===== config.mk =====
export PLATFORM = sky130hd
export DESIGN_NAME = bcd_cal_page
export DESIGN_NICKNAME = d
export VERILOG_FILES = /design/src/rtl/bcdcal_pkg.sv /design/src/rtl/bcd_step.sv /design/src/rtl/month_days.sv /design/src/rtl/bcd_cal_page.sv
export SDC_FILE = /design/constraint.sdc
export NUM_CORES = 1
export LEC_CHECK = 0
export BUFFER_PORTS_ARGS = -buffer_cell sky130_fd_sc_hd__buf_2
export CAP_MARGIN = 20
export CORE_MARGIN = 2
export CORE_UTILIZATION = 50
export CTS_BUF_LIST = sky130_fd_sc_hd__clkbuf_4 sky130_fd_sc_hd__clkbuf_8
export CTS_CLUSTER_DIAMETER = 80
export DETAILED_ROUTE_END_ITERATION = 8
export HOLD_SLACK_MARGIN = 0.06
export MAX_ROUTING_LAYER = met4
export PLACE_DENSITY = 0.73
export REMOVE_ABC_BUFFERS = 1
export SETUP_SLACK_MARGIN = 0.2
export SYNTH_ARGS = -nofsm -noshare
export SYNTH_HDL_FRONTEND = slang
export SYNTH_SLANG_ARGS = --single-unit

===== constraint.sdc =====
create_clock -name clk -period 4 [get_ports clk]
set_input_delay 1 -clock clk [delete_from_list [all_inputs] [get_ports clk]]
set_output_delay 1 -clock clk [all_outputs]
set_load 0.02 [all_outputs]

===== src/rtl/bcdcal_pkg.sv =====
package bcdcal_pkg;
    localparam int NIB_W = 4;
    localparam int NREGS = 16;
    localparam int IDX_W = $clog2(NREGS);
    localparam int BIN_W = 8;

    typedef logic [NIB_W-1:0] nib_t;

    localparam int IX_SEC_U  = 0;
    localparam int IX_SEC_T  = 1;
    localparam int IX_MIN_U  = 2;
    localparam int IX_MIN_T  = 3;
    localparam int IX_HR_U   = 4;
    localparam int IX_HR_T   = 5;
    localparam int IX_WDAY   = 6;
    localparam int IX_DAY_U  = 7;
    localparam int IX_DAY_T  = 8;
    localparam int IX_MON_U  = 9;
    localparam int IX_MON_T  = 10;
    localparam int IX_YR_U   = 11;
    localparam int IX_YR_T   = 12;

    localparam int SEC_TOP  = 59;
    localparam int MIN_TOP  = 59;
    localparam int HR_TOP   = 23;
    localparam int MON_TOP  = 12;
    localparam int YR_TOP   = 99;

    typedef enum logic [2:0] {
        ST_IDLE,
        ST_MIN,
        ST_HOUR,
        ST_DAY,
        ST_MON,
        ST_YEAR
    } walk_st_t;

    function automatic nib_t reset_value(input int idx);
        return (idx == IX_DAY_U || idx == IX_MON_U) ? nib_t'(1) : nib_t'(0);
    endfunction
endpackage


===== src/rtl/bcd_step.sv =====
module bcd_step
    import bcdcal_pkg::*;
#(
    parameter int FLOOR = 0
) (
    input  logic [NIB_W-1:0] cur_t,
    input  logic [NIB_W-1:0] cur_u,
    input  logic [BIN_W-1:0] lim_b,
    output logic [NIB_W-1:0] nxt_t,
    output logic [NIB_W-1:0] nxt_u,
    output logic             wrap
);
    localparam logic [NIB_W-1:0] FL_T = NIB_W'(FLOOR / 10);
    localparam logic [NIB_W-1:0] FL_U = NIB_W'(FLOOR % 10);

    logic [BIN_W-1:0] cur_b;

    always_comb begin
        cur_b = BIN_W'(cur_t) * BIN_W'(10) + BIN_W'(cur_u);
        wrap  = (cur_b >= lim_b);
        if (wrap) begin
            nxt_t = FL_T;
            nxt_u = FL_U;
        end else if (cur_u >= NIB_W'(9)) begin
            nxt_t = cur_t + NIB_W'(1);
            nxt_u = '0;
        end else begin
            nxt_t = cur_t;
            nxt_u = cur_u + NIB_W'(1);
        end
    end
endmodule


===== src/rtl/month_days.sv =====
module month_days
    import bcdcal_pkg::*;
#(
    parameter int LEAP_DIV = 4
) (
    input  logic [NIB_W-1:0] mon_t,
    input  logic [NIB_W-1:0] mon_u,
    input  logic [NIB_W-1:0] yr_t,
    input  logic [NIB_W-1:0] yr_u,
    output logic [BIN_W-1:0] last_day
);
    logic [BIN_W-1:0] mon_b;
    logic [BIN_W-1:0] yr_b;
    logic             leap;

    always_comb begin
        mon_b = BIN_W'(mon_t) * BIN_W'(10) + BIN_W'(mon_u);
        yr_b  = BIN_W'(yr_t) * BIN_W'(10) + BIN_W'(yr_u);
        leap  = ((yr_b % BIN_W'(LEAP_DIV)) == '0);
        unique case (mon_b)
            BIN_W'(2):  last_day = leap ? BIN_W'(29) : BIN_W'(28);
            BIN_W'(4),
            BIN_W'(6),
            BIN_W'(9),
            BIN_W'(11): last_day = BIN_W'(30);
            default:    last_day = BIN_W'(31);
        endcase
    end
endmodule


===== src/rtl/bcd_cal_page.sv =====
module bcd_cal_page
    import bcdcal_pkg::*;
#(
    parameter int WEEK_LEN = 7,
    parameter int LEAP_DIV = 4
) (
    input  logic             clk,
    input  logic             rst,
    input  logic             tick,
    input  logic             wr_en,
    input  logic [IDX_W-1:0] wr_idx,
    input  logic [NIB_W-1:0] wr_data,
    input  logic [IDX_W-1:0] rd_idx,
    output logic [NIB_W-1:0] rd_data
);
    localparam nib_t WK_LAST = nib_t'(WEEK_LEN - 1);

    nib_t       regs    [NREGS];
    nib_t       upd_val [NREGS];
    logic [NREGS-1:0] upd_en;

    walk_st_t   st, st_nx;
    logic       pend, pend_nx;
    logic       go;

    nib_t sec_nt, sec_nu, min_nt, min_nu, hr_nt, hr_nu;
    nib_t day_nt, day_nu, mon_nt, mon_nu, yr_nt, yr_nu;
    nib_t wd_nx;
    logic sec_wrap, min_wrap, hr_wrap, day_wrap, mon_wrap, yr_wrap;
    logic [BIN_W-1:0] day_top;

    // field steppers
    bcd_step #(.FLOOR(0)) u_sec (
        .cur_t(regs[IX_SEC_T]), .cur_u(regs[IX_SEC_U]), .lim_b(BIN_W'(SEC_TOP)),
        .nxt_t(sec_nt), .nxt_u(sec_nu), .wrap(sec_wrap));
    bcd_step #(.FLOOR(0)) u_min (
        .cur_t(regs[IX_MIN_T]), .cur_u(regs[IX_MIN_U]), .lim_b(BIN_W'(MIN_TOP)),
        .nxt_t(min_nt), .nxt_u(min_nu), .wrap(min_wrap));
    bcd_step #(.FLOOR(0)) u_hr (
        .cur_t(regs[IX_HR_T]), .cur_u(regs[IX_HR_U]), .lim_b(BIN_W'(HR_TOP)),
        .nxt_t(hr_nt), .nxt_u(hr_nu), .wrap(hr_wrap));
    month_days #(.LEAP_DIV(LEAP_DIV)) u_mdays (
        .mon_t(regs[IX_MON_T]), .mon_u(regs[IX_MON_U]),
        .yr_t(regs[IX_YR_T]), .yr_u(regs[IX_YR_U]), .last_day(day_top));
    bcd_step #(.FLOOR(1)) u_day (
        .cur_t(regs[IX_DAY_T]), .cur_u(regs[IX_DAY_U]), .lim_b(day_top),
        .nxt_t(day_nt), .nxt_u(day_nu), .wrap(day_wrap));
    bcd_step #(.FLOOR(1)) u_mon (
        .cur_t(regs[IX_MON_T]), .cur_u(regs[IX_MON_U]), .lim_b(BIN_W'(MON_TOP)),
        .nxt_t(mon_nt), .nxt_u(mon_nu), .wrap(mon_wrap));
    bcd_step #(.FLOOR(0)) u_yr (
        .cur_t(regs[IX_YR_T]), .cur_u(regs[IX_YR_U]), .lim_b(BIN_W'(YR_TOP)),
        .nxt_t(yr_nt), .nxt_u(yr_nu), .wrap(yr_wrap));

    assign wd_nx = (regs[IX_WDAY] >= WK_LAST) ? '0 : regs[IX_WDAY] + nib_t'(1);
    assign go    = tick | pend;

    // state register
    always_ff @(posedge clk) begin
        if (rst) begin
            st   <= ST_IDLE;
            pend <= 1'b0;
        end else begin
            st   <= st_nx;
            pend <= pend_nx;
        end
    end

    // next state
    always_comb begin
        st_nx   = st;
        pend_nx = pend | tick;
        unique case (st)
            ST_IDLE: begin
                pend_nx = pend & tick;
                if (go && sec_wrap) st_nx = ST_MIN;
            end
            ST_MIN:  st_nx = min_wrap ? ST_HOUR : ST_IDLE;
            ST_HOUR: st_nx = hr_wrap  ? ST_DAY  : ST_IDLE;
            ST_DAY:  st_nx = day_wrap ? ST_MON  : ST_IDLE;
            ST_MON:  st_nx = mon_wrap ? ST_YEAR : ST_IDLE;
            ST_YEAR: st_nx = ST_IDLE;
            default: st_nx = ST_IDLE;
        endcase
    end

    // outputs of the walk: which nibbles it updates this cycle
    always_comb begin
        upd_en = '0;
        for (int i = 0; i < NREGS; i++) upd_val[i] = regs[i];
        unique case (st)
            ST_IDLE: begin
                if (go) begin
                    upd_en[IX_SEC_U] = 1'b1; upd_val[IX_SEC_U] = sec_nu;
                    upd_en[IX_SEC_T] = 1'b1; upd_val[IX_SEC_T] = sec_nt;
                end
            end
            ST_MIN: begin
                upd_en[IX_MIN_U] = 1'b1; upd_val[IX_MIN_U] = min_nu;
                upd_en[IX_MIN_T] = 1'b1; upd_val[IX_MIN_T] = min_nt;
            end
            ST_HOUR: begin
                upd_en[IX_HR_U] = 1'b1; upd_val[IX_HR_U] = hr_nu;
                upd_en[IX_HR_T] = 1'b1; upd_val[IX_HR_T] = hr_nt;
            end
            ST_DAY: begin
                upd_en[IX_DAY_U] = 1'b1; upd_val[IX_DAY_U] = day_nu;
                upd_en[IX_DAY_T] = 1'b1; upd_val[IX_DAY_T] = day_nt;
                upd_en[IX_WDAY]  = 1'b1; upd_val[IX_WDAY]  = wd_nx;
            end
            ST_MON: begin
                upd_en[IX_MON_U] = 1'b1; upd_val[IX_MON_U] = mon_nu;
                upd_en[IX_MON_T] = 1'b1; upd_val[IX_MON_T] = mon_nt;
            end
            ST_YEAR: begin
                upd_en[IX_YR_U] = 1'b1; upd_val[IX_YR_U] = yr_nu;
                upd_en[IX_YR_T] = 1'b1; upd_val[IX_YR_T] = yr_nt;
            end
            default: ;
        endcase
    end

    // register page: host write wins over walk update
    always_ff @(posedge clk) begin
        for (int i = 0; i < NREGS; i++) begin
            if (rst)
                regs[i] <= reset_value(i);
            else if (wr_en && wr_idx == IDX_W'(i))
                regs[i] <= wr_data;
            else if (upd_en[i])
                regs[i] <= upd_val[i];
        end
    end

    assign rd_data = regs[rd_idx];

    logic unused_ok;
    assign unused_ok = yr_wrap;
endmodule



* Yosys cells after proc, flatten, opt, wreduce, memory -nomap -nowiden
Memory sizes are Yosys's and may differ from the RTL's. Cells that the tools add are included.
Cells by class: add/subtract/negate cells 19, multipliers 6, $lt $le $gt $ge 13, eq/ne operators 26, multiplexer cells 179, bitwise logic cells 31, reduce and logical (&&, ||, !) cells 21
Operators with widths (count):
- 4-bit two-way mux | 54
- 1-bit two-way mux | 104
- 4-bit by 1-bit adder with 4-bit output (second input constant) | 13
- 8-bit by 4-bit adder with 8-bit output | 6
- 8-bit two-way mux | 6
- 4-bit by 3-bit multiplier with 7-bit output (second input constant) | 6
- 4-bit equality test (second input constant) | 8
- 1-bit bitwise OR | 30
- 4-bit >= comparator (second input constant) | 6
- 1-bit logical AND | 17
- 4-bit by 3-bit equality test with 1-bit output (second input constant) | 4
- 8-bit by 3-bit equality test with 1-bit output (second input constant) | 2
- 8-bit by 4-bit equality test with 1-bit output (second input constant) | 2
- 8-bit by 6-bit >= comparator with 1-bit output (second input constant) | 2
- 2-bit two-way mux | 8
- 8-bit case mux with 2 select lines | 1
- 3-bit case mux with 5 select lines | 1
- 12-bit two-way mux | 1
- 3-bit two-way mux | 4
- 4-bit by 2-bit equality test with 1-bit output (second input constant) | 2
- 8-bit by 2-bit equality test with 1-bit output (second input constant) | 1
- 8-bit by 4-bit >= comparator with 1-bit output (second input constant) | 1
- 8-bit by 5-bit >= comparator with 1-bit output (second input constant) | 1
- 8-bit by 7-bit >= comparator with 1-bit output (second input constant) | 1
- other kinds (12) | 14
Word-level totals: bits in registers 4, memory bits (writable) 64, bits of input ports 16, output and inout port bits 4, logic and storage cells 298, memories 1
Memories:
- regs | depth 16, bits a word 4, rd ports 14, clocked after Yosys merged registers in 0, write ports 16, RTL line bcd_cal_page.sv:18 | nib_t regs [NREGS];

* Longest topological paths before layout
Gate-level depths: netlist of run 1. An unclocked memory read counts as a cell.
depth in word-level cells 10, gate-level depth with buffers 16, depth with buffers taken out 15

* Modules after synthesis
A second synthesis of run 1 with hierarchy kept.
Unflattened totals: cell total of the unflattened synthesis 879, area, all modules 8543.2 µm²
By module, submodules not included:
- bcd_cal_page | instances 1, cells each 323, area an instance 3907.5 µm², seq. area each 2001.9 µm²
- bcd_step (u_hr ...) | instances 3, cells each 85, area an instance 721.9 µm², seq. area each 0.0 µm²
- bcd_step (u_min) | instances 1, cells each 85, area an instance 719.4 µm², seq. area each 0.0 µm²
- bcd_step (u_day) | instances 1, cells each 86, area an instance 691.9 µm², seq. area each 0.0 µm²
- bcd_step (u_mon) | instances 1, cells each 85, area an instance 685.7 µm², seq. area each 0.0 µm²
- month_days | instances 1, cells each 45, area an instance 372.9 µm², seq. area each 0.0 µm²

* Least setup slack after synthesis of run 1
Ideal clock, no wire load.
path type register -> register, from memory regs[10][1] in the netlist's numbering, to memory regs[8][0] in the netlist's numbering (enable), setup time 0.273 ns, arrival 4.111 ns, required time 3.727 ns, setup slack -0.384 ns, cell stages (with the launch flop) 16, path buffers 1, period minus slack after synthesis 4.384 ns, cells stage by stage edfxtp_1 ha_1 ha_1 fa_1 nand2_1 or4_1 a21bo_2 or2_2 ha_1 nand2b_1 a21o_1 a221oi_1 o32a_1 clkbuf_1 a21oi_1 or3_1
RTL lines (RTL line):
- from (decl) | bcd_cal_page.sv:18

==> results of run 1 <==
==> layer usage <==
metal | vias to the layer above | track usage
li1 | 2397 | -
met2 | 198 | 0.420
met4 | 0 | 0.104
met5 | - | -
met1 | 2500 | 0.327
met3 | 35 | 0.0369
==> registers in the layout (all words and copies together), names as in the netlist <==
register,count
pend,1
regs,64
st,3
==> power by group through the flow <==
| stage | Clock [W] | Sequential (W) | Combinational [W] |
|---|---|---|---|
| after CTS | 0.000590 | 0.00103 | 0.000942 |
| after detailed placement | 0 | 0.00105 | 0.000926 |
| final | 0.000597 | 0.00103 | 0.000968 |
| after global routing | 0.000617 | 0.00105 | 0.00107 |
| after floorplan | 0 | 0.000996 | 0.000693 |
| after global placement | 0 | 0.00104 | 0.000875 |
==> cells by family after synthesis <==
kind of cell	count (synthesis)	share of synthesized area
simple gates	215	0.169
compound gates	144	0.156
fa+ha+maj	84	0.185
flops	68	0.325
buf+inv	58	0.0361
xor+xnor	37	0.0526
mux	22	0.0763
==> area by class of cell <==
class	count	area share
Clock inverter	5	0.00772
Timing Repair Buffer	38	0.0366
Tap cell	147	0.0270
Sequential cell	68	0.294
Clock buffer	11	0.0213
Inverter	42	0.0232
Multi-Input combinational cell	502	0.590
==> stage by stage <==
step                      TNS [ns]  power, W   util  hold slack, ns
after floorplan              -1.22   0.00169      -           0.483
after global placement      -0.696   0.00192  0.540           0.496
after detailed placement     -1.48   0.00197  0.540           0.523
after CTS                   -0.795   0.00256  0.561           0.548
after global routing         -1.25   0.00274  0.566           0.587
final                       -0.457   0.00260  0.566           0.569
==> synthesized netlist by cell type, types with 14 or more instances <==
master	number	area share
ha_1	71	0.14
nand2_1	66	0.040
edfxtp_1	64	0.31
o21ai_0	44	0.036
nor2_1	43	0.026
inv_1	42	0.026
nand3_1	28	0.023
a21oi_1	27	0.022
xnor2_1	23	0.033
mux4_2	20	0.073
nor3_1	18	0.015
xor2_1	14	0.020
==> repair_timing <==
item	CTS	global route
pin swaps	12	12
setup buffers	1	3
gates resized for setup	7	15
hold endpoints to repair	0	0
endpoints found under the setup margin	13	13
hold buffers	0	0
==> worst paths after layout <==
path / start / end / cells past startpoint
worst max register to register: regs[10][1] / regs[8][0] / 14
worst max-delay path: regs[10][1] / regs[8][0] / 14
worst min register to register: pend / pend / 2
worst min-delay path: pend / pend / 2
==> worst register-to-register path: cells and delay by family, from the launching register on <==
| family | cells | cell delay [ns] |
|---|---|---|
| flip-flops | 1 | 0.41 |
| adder cells (fa/ha/maj) | 4 | 1.30 |
| AND/OR/NAND/NOR | 5 | 1.21 |
| AO/OA/AOI/OAI | 5 | 0.92 |
==> results.md, run 1 <==
* Status: finished, violations left
* Failing checks: negative setup slack
* Sequential Power Share at 0.398
* Final setup margin at -0.0980 ns
* Critical path's top delay family: adder cells
* Synth-to-Final Area Change at 10.4%
* Multi-input logic area at 4010 um2
* Clk network pwr share at 0.230
* Die area at 13200 um2
* Highest-delay cell along the critical path: fa_2
* Sw Pwr at 0.000978 W
* Int Power at 0.00162 W
* Placed cell area at 6490 um2
* FF-to-FF setup slack at -0.1 ns
* CTS clk-pin slew, worst paths at 0.08 ns
* Drt initial violations at 417
* Vias in the first global route at 5133
* Leading cell types in the layout, fill and taps excluded: ha_1, nand2_1, edfxtp_1
* First-pass GRT wire length at 25600 um
* Pre-CTS WS at -0.284 ns
* Maximum VDD drop at 0.208 mV
* Core Footprint at 12000 um2
* Part of the cycle the worst path needs at 1.02
* Gr ovfl total at 0
* CTS tree: yes
* Metal3 WL at 1200 um
* Register area at 2000 um2
* Clock latency at the later pin of the worst-skew pair at 0.37 ns
* Ys async rst share at 0
* Max-cap violations at 0
* Total number of vias at 5130
* Die width at 115 um
* Post-route ant nets at 0
* Gr usage total at 0.259
* Final setup fails at 7
* Initial Utilization at 0.513
* Fmax at 244 MHz
* Leak pwr at 2.80 nW
* Worst relative slew slack at 0.569
* Num CTS Buffers at 9
* Net count, final at 760
* Synth unique cells at 61
* Max-slew violations at 0
* CP max stage delay at 0.56 ns
* DR DRC count at 0
* Crit path cell chain: ha_1 > ha_2 > fa_2 > nand2_1 > or4_4 > a21bo_2 > or2_4 > ha_4 > nand2b_4 > a21o_1 > a221oi_2 > o32a_1 > a21oi_1 > or3_4
* Clk_skew at 0.0160 ns
* # IOs at 20
* Fillers at 1078
* Final HPWL DP at 12000 um
* Wire length on met1 at 6570 um
* Syn Area/Cell at 9.81 um2
* CTS H-tree depth at 3
* Post-synth EDFFs at 64
* Crit path capture type: register
* Die Ht at 115 um
* Crit path kind: register to register
* Vias/cell at 6.31
* Routed wire per std cell at 19.7 um
* Sw Share at 0.376
* Number of synthesized register bits at 68
* Met2 Wirelength at 7780 um
* Initial antenna violation count at 0
* Crit path max fanout at 4
* Gpl congestion at 0.948
* Uppermost layer routed: met4
* Required @ worst endpoint at 4.11 ns
* WP data arrival at 4.21 ns
* TritonRoute pass-1 iters at 5
* Worst Max-Slew Pin Slew at 0.644 ns
* Unrepaired setup endpoints after global routing: true
* Finished Cell Area at 6800 um2
* Final-report hold violation count at 0
* Most common cell after layout, fill and taps aside: ha_1
* Worst path bufs/invs at 0
* Final wirelength at 16000 um
* Crit path time final at 4.10 ns
* CTS Buffer Depth at 2
* Startpoint Class: register
* Comb pwr share at 0.372
* Layout cells sized above 1 at 0.143
* Clock sinks at 68
* Total power per unit cell area at 382 nW/um2
* Mapped Area at 6160 um2
* Largest net degree at the start of global routing at 24
* Placement Rows at 40
* Register area share after synthesis at 0.325
* Top FF cell, synth: edfxtp_1
* Root cell of the clock tree: clkbuf_8
* Hold Crit Class: register to register
* Placed Cells at 793
* Warnings, synthesis at 0
* Gate Count Post-Synth at 628
* Input/output buffers at 19
* Fin cells at 813
* ANT cells at 0
(Power assumes the default switching activity.)
==> inputs of run 2 (changes only) <==
--- a/config.mk
+++ b/config.mk
@@ -14,7 +14,7 @@
 export DETAILED_ROUTE_END_ITERATION = 8
 export HOLD_SLACK_MARGIN = 0.06
 export MAX_ROUTING_LAYER = met4
-export PLACE_DENSITY = 0.73
+export PLACE_DENSITY = 0.7
 export REMOVE_ABC_BUFFERS = 1
 export SETUP_SLACK_MARGIN = 0.2
 export SYNTH_ARGS = -nofsm -noshare
==> constraint.sdc (replaced) <==
create_clock -name clk -period 4.55 [get_ports clk]
set_input_delay 1.1375 -clock clk [delete_from_list [all_inputs] [get_ports clk]]
set_output_delay 1.1375 -clock clk [all_outputs]
set_load 0.02 [all_outputs]
==> run 2 against run 1 <==
Effect of this change: the flow now finishes without violations; count of clock-buffer cells in the layout rose by 2; final area is 2.4% lower; final cell count fell by 1.7%; clock power down 14%; global-route usage down 0.18 points; sequential power is 11% lower; die area stayed put; first-iteration DRC count stayed put; critical endpoint is now regs[8][1]; largest power group unchanged.
==> results.md, run 2 (synthesized netlist as in run 1, its figures left out) <==
* Status: completed
* Max-cap violations at 0
* Hold Crit Class: register to register
* Comb pwr share at 0.363
* CTS clk-pin slew, worst paths at 0.08 ns
* Largest Register: regs
* Initial Utilization at 0.513
* CP max stage delay at 0.58 ns
* Clock sinks at 68
* CTS H-tree depth at 3
* WP data arrival at 4.31 ns
* Drt initial violations at 417
* Finished Cell Area at 6640 um2
* Leading cell types in the layout, fill and taps excluded: ha_1, nand2_1, edfxtp_1
* Num CTS Buffers at 9
* DR DRC count at 0
* # IOs at 20
* Input/output buffers at 19
* Die area at 13200 um2
* Fin cells at 799
* Most common cell on crit path: ha_1
* Final wirelength at 15500 um
* Fmax at 237 MHz
* Crit path cell chain: ha_4 > ha_1 > fa_2 > nand2_1 > or4_1 > a21bo_2 > or2_2 > ha_1 > nand2b_1 > a21o_1 > a221oi_2 > o32a_1 > a21oi_1 > or3_4
* Root cell of the clock tree: clkbuf_8
* Required @ worst endpoint at 4.65 ns
* Placement Rows at 40
* Synth-to-Final Area Change at 7.74%
* Net count, final at 746
* Sw Share at 0.364
* Critical path's top delay family: adder cells
* First-pass GRT wire length at 25400 um
* Crit path time final at 4.21 ns
* Core Footprint at 12000 um2
* Clk_skew at 0.0102 ns
* Worst relative slew slack at 0.526
* # resized after CTS at 0
* Die width at 115 um
* Sw Pwr at 0.000815 W
* Maximum VDD drop at 0.159 mV
* Final-report hold violation count at 0
* Max FFs per register at 64
* Clk network pwr share at 0.229
* Worst path bufs/invs at 0
* TritonRoute pass-1 iters at 6
* Gr ovfl total at 0
* Post-route ant nets at 0
* FF-to-FF setup slack at 0.34 ns
* Final HPWL DP at 11800 um
* Crit path capture type: register
* Crit path max fanout at 4
* ANT cells at 0
* Total power per unit cell area at 337 nW/um2
* Routed wire per std cell at 19.4 um
* Highest-delay cell along the critical path: fa_2
* CTS Buffer Depth at 2
* Placed cell area at 6410 um2
* Final TNS setup at 0 ns
* Cts hold-fix bufs at 0
* Clock latency at the later pin of the worst-skew pair at 0.35 ns
* Layout cells sized above 1 at 0.107
* Largest net degree at the start of global routing at 24
* Part of the cycle the worst path needs at 0.926
* Sequential Power Share at 0.409
* Final setup fails at 0
* Most common cell after layout, fill and taps aside: ha_1
* Layout Utilization at 0.553
* Worst Max-Slew Pin Slew at 0.705 ns
* Max-slew violations at 0
* Vias/cell at 6.29
* Placed Cells at 783
* Gr usage total at 0.257
* Die Ht at 115 um
* Post-CTS Setup Bufs at 0
* Crit path kind: register to register
* Unrepaired setup endpoints after global routing: true
* Vias in the first global route at 4940
* CTS tree: yes
* Total number of vias at 5025
* Biggest regs: regs (64), st (3), pend (1)
* Initial antenna violation count at 0
* Startpoint Class: register
* Gpl congestion at 0.984
* Leak pwr at 2.70 nW
* Int Power at 0.00142 W
run 2: layout make-up:
cell class,instances,area (um2)
flip-flops and latches,68,2000
well taps,147,184
repair buffers,24,133
clock inverters,3,38.8
fillers,1105,5370
inverters,42,158
clock buffers,13,160
multi-input cells,502,3960
run 2: worst paths after layout:
kind	end	cells after the start	startpoint
setup / recovery	regs[8][1]	14	regs[10][1]
hold / removal	pend	2	pend
setup reg to reg	regs[8][1]	14	regs[10][1]
hold reg to reg	pend	2	pend
run 2: stage by stage:
stage | setup WS (ns) | total power [W] | hold WS [ns]
after global placement | 0.360 | 0.00168 | 0.497
after detailed placement | 0.265 | 0.00173 | 0.523
after CTS | 0.234 | 0.00223 | 0.537
after floorplan | 0.260 | 0.00148 | 0.483
after global routing | 0.194 | 0.00238 | 0.604
final | 0.339 | 0.00224 | 0.535
run 2: power groups by stage:
stage,Combinational (W),Clock [W],Sequential (W)
final,0.000812,0.000511,0.000914
after global routing,0.000911,0.000543,0.000930
after CTS,0.000806,0.000511,0.000913
after detailed placement,0.000799,0,0.000927
after global placement,0.000762,0,0.000919
after floorplan,0.000609,0,0.000875
run 2: routing by layer:
layer	vias up	global-route usage	part of all wire	routed length, um
met5	-	-	0	0
met4	0	0.0916	0.030	461
met3	37	0.0274	0.063	972
met2	179	0.415	0.48	7440
met1	2436	0.338	0.43	6630
li1	2373	-	-	-
run 2: worst register-to-register path: stages, from the launching register on:
cell and delay [ns]:
edfxtp_1 0.44, ha_4 0.27, ha_1 0.21, fa_2 0.58, nand2_1 0.06, or4_1 0.43, a21bo_2 0.23, or2_2 0.29
ha_1 0.26, nand2b_1 0.15, a21o_1 0.19, a221oi_2 0.20, o32a_1 0.22, a21oi_1 0.07, or3_4 0.37
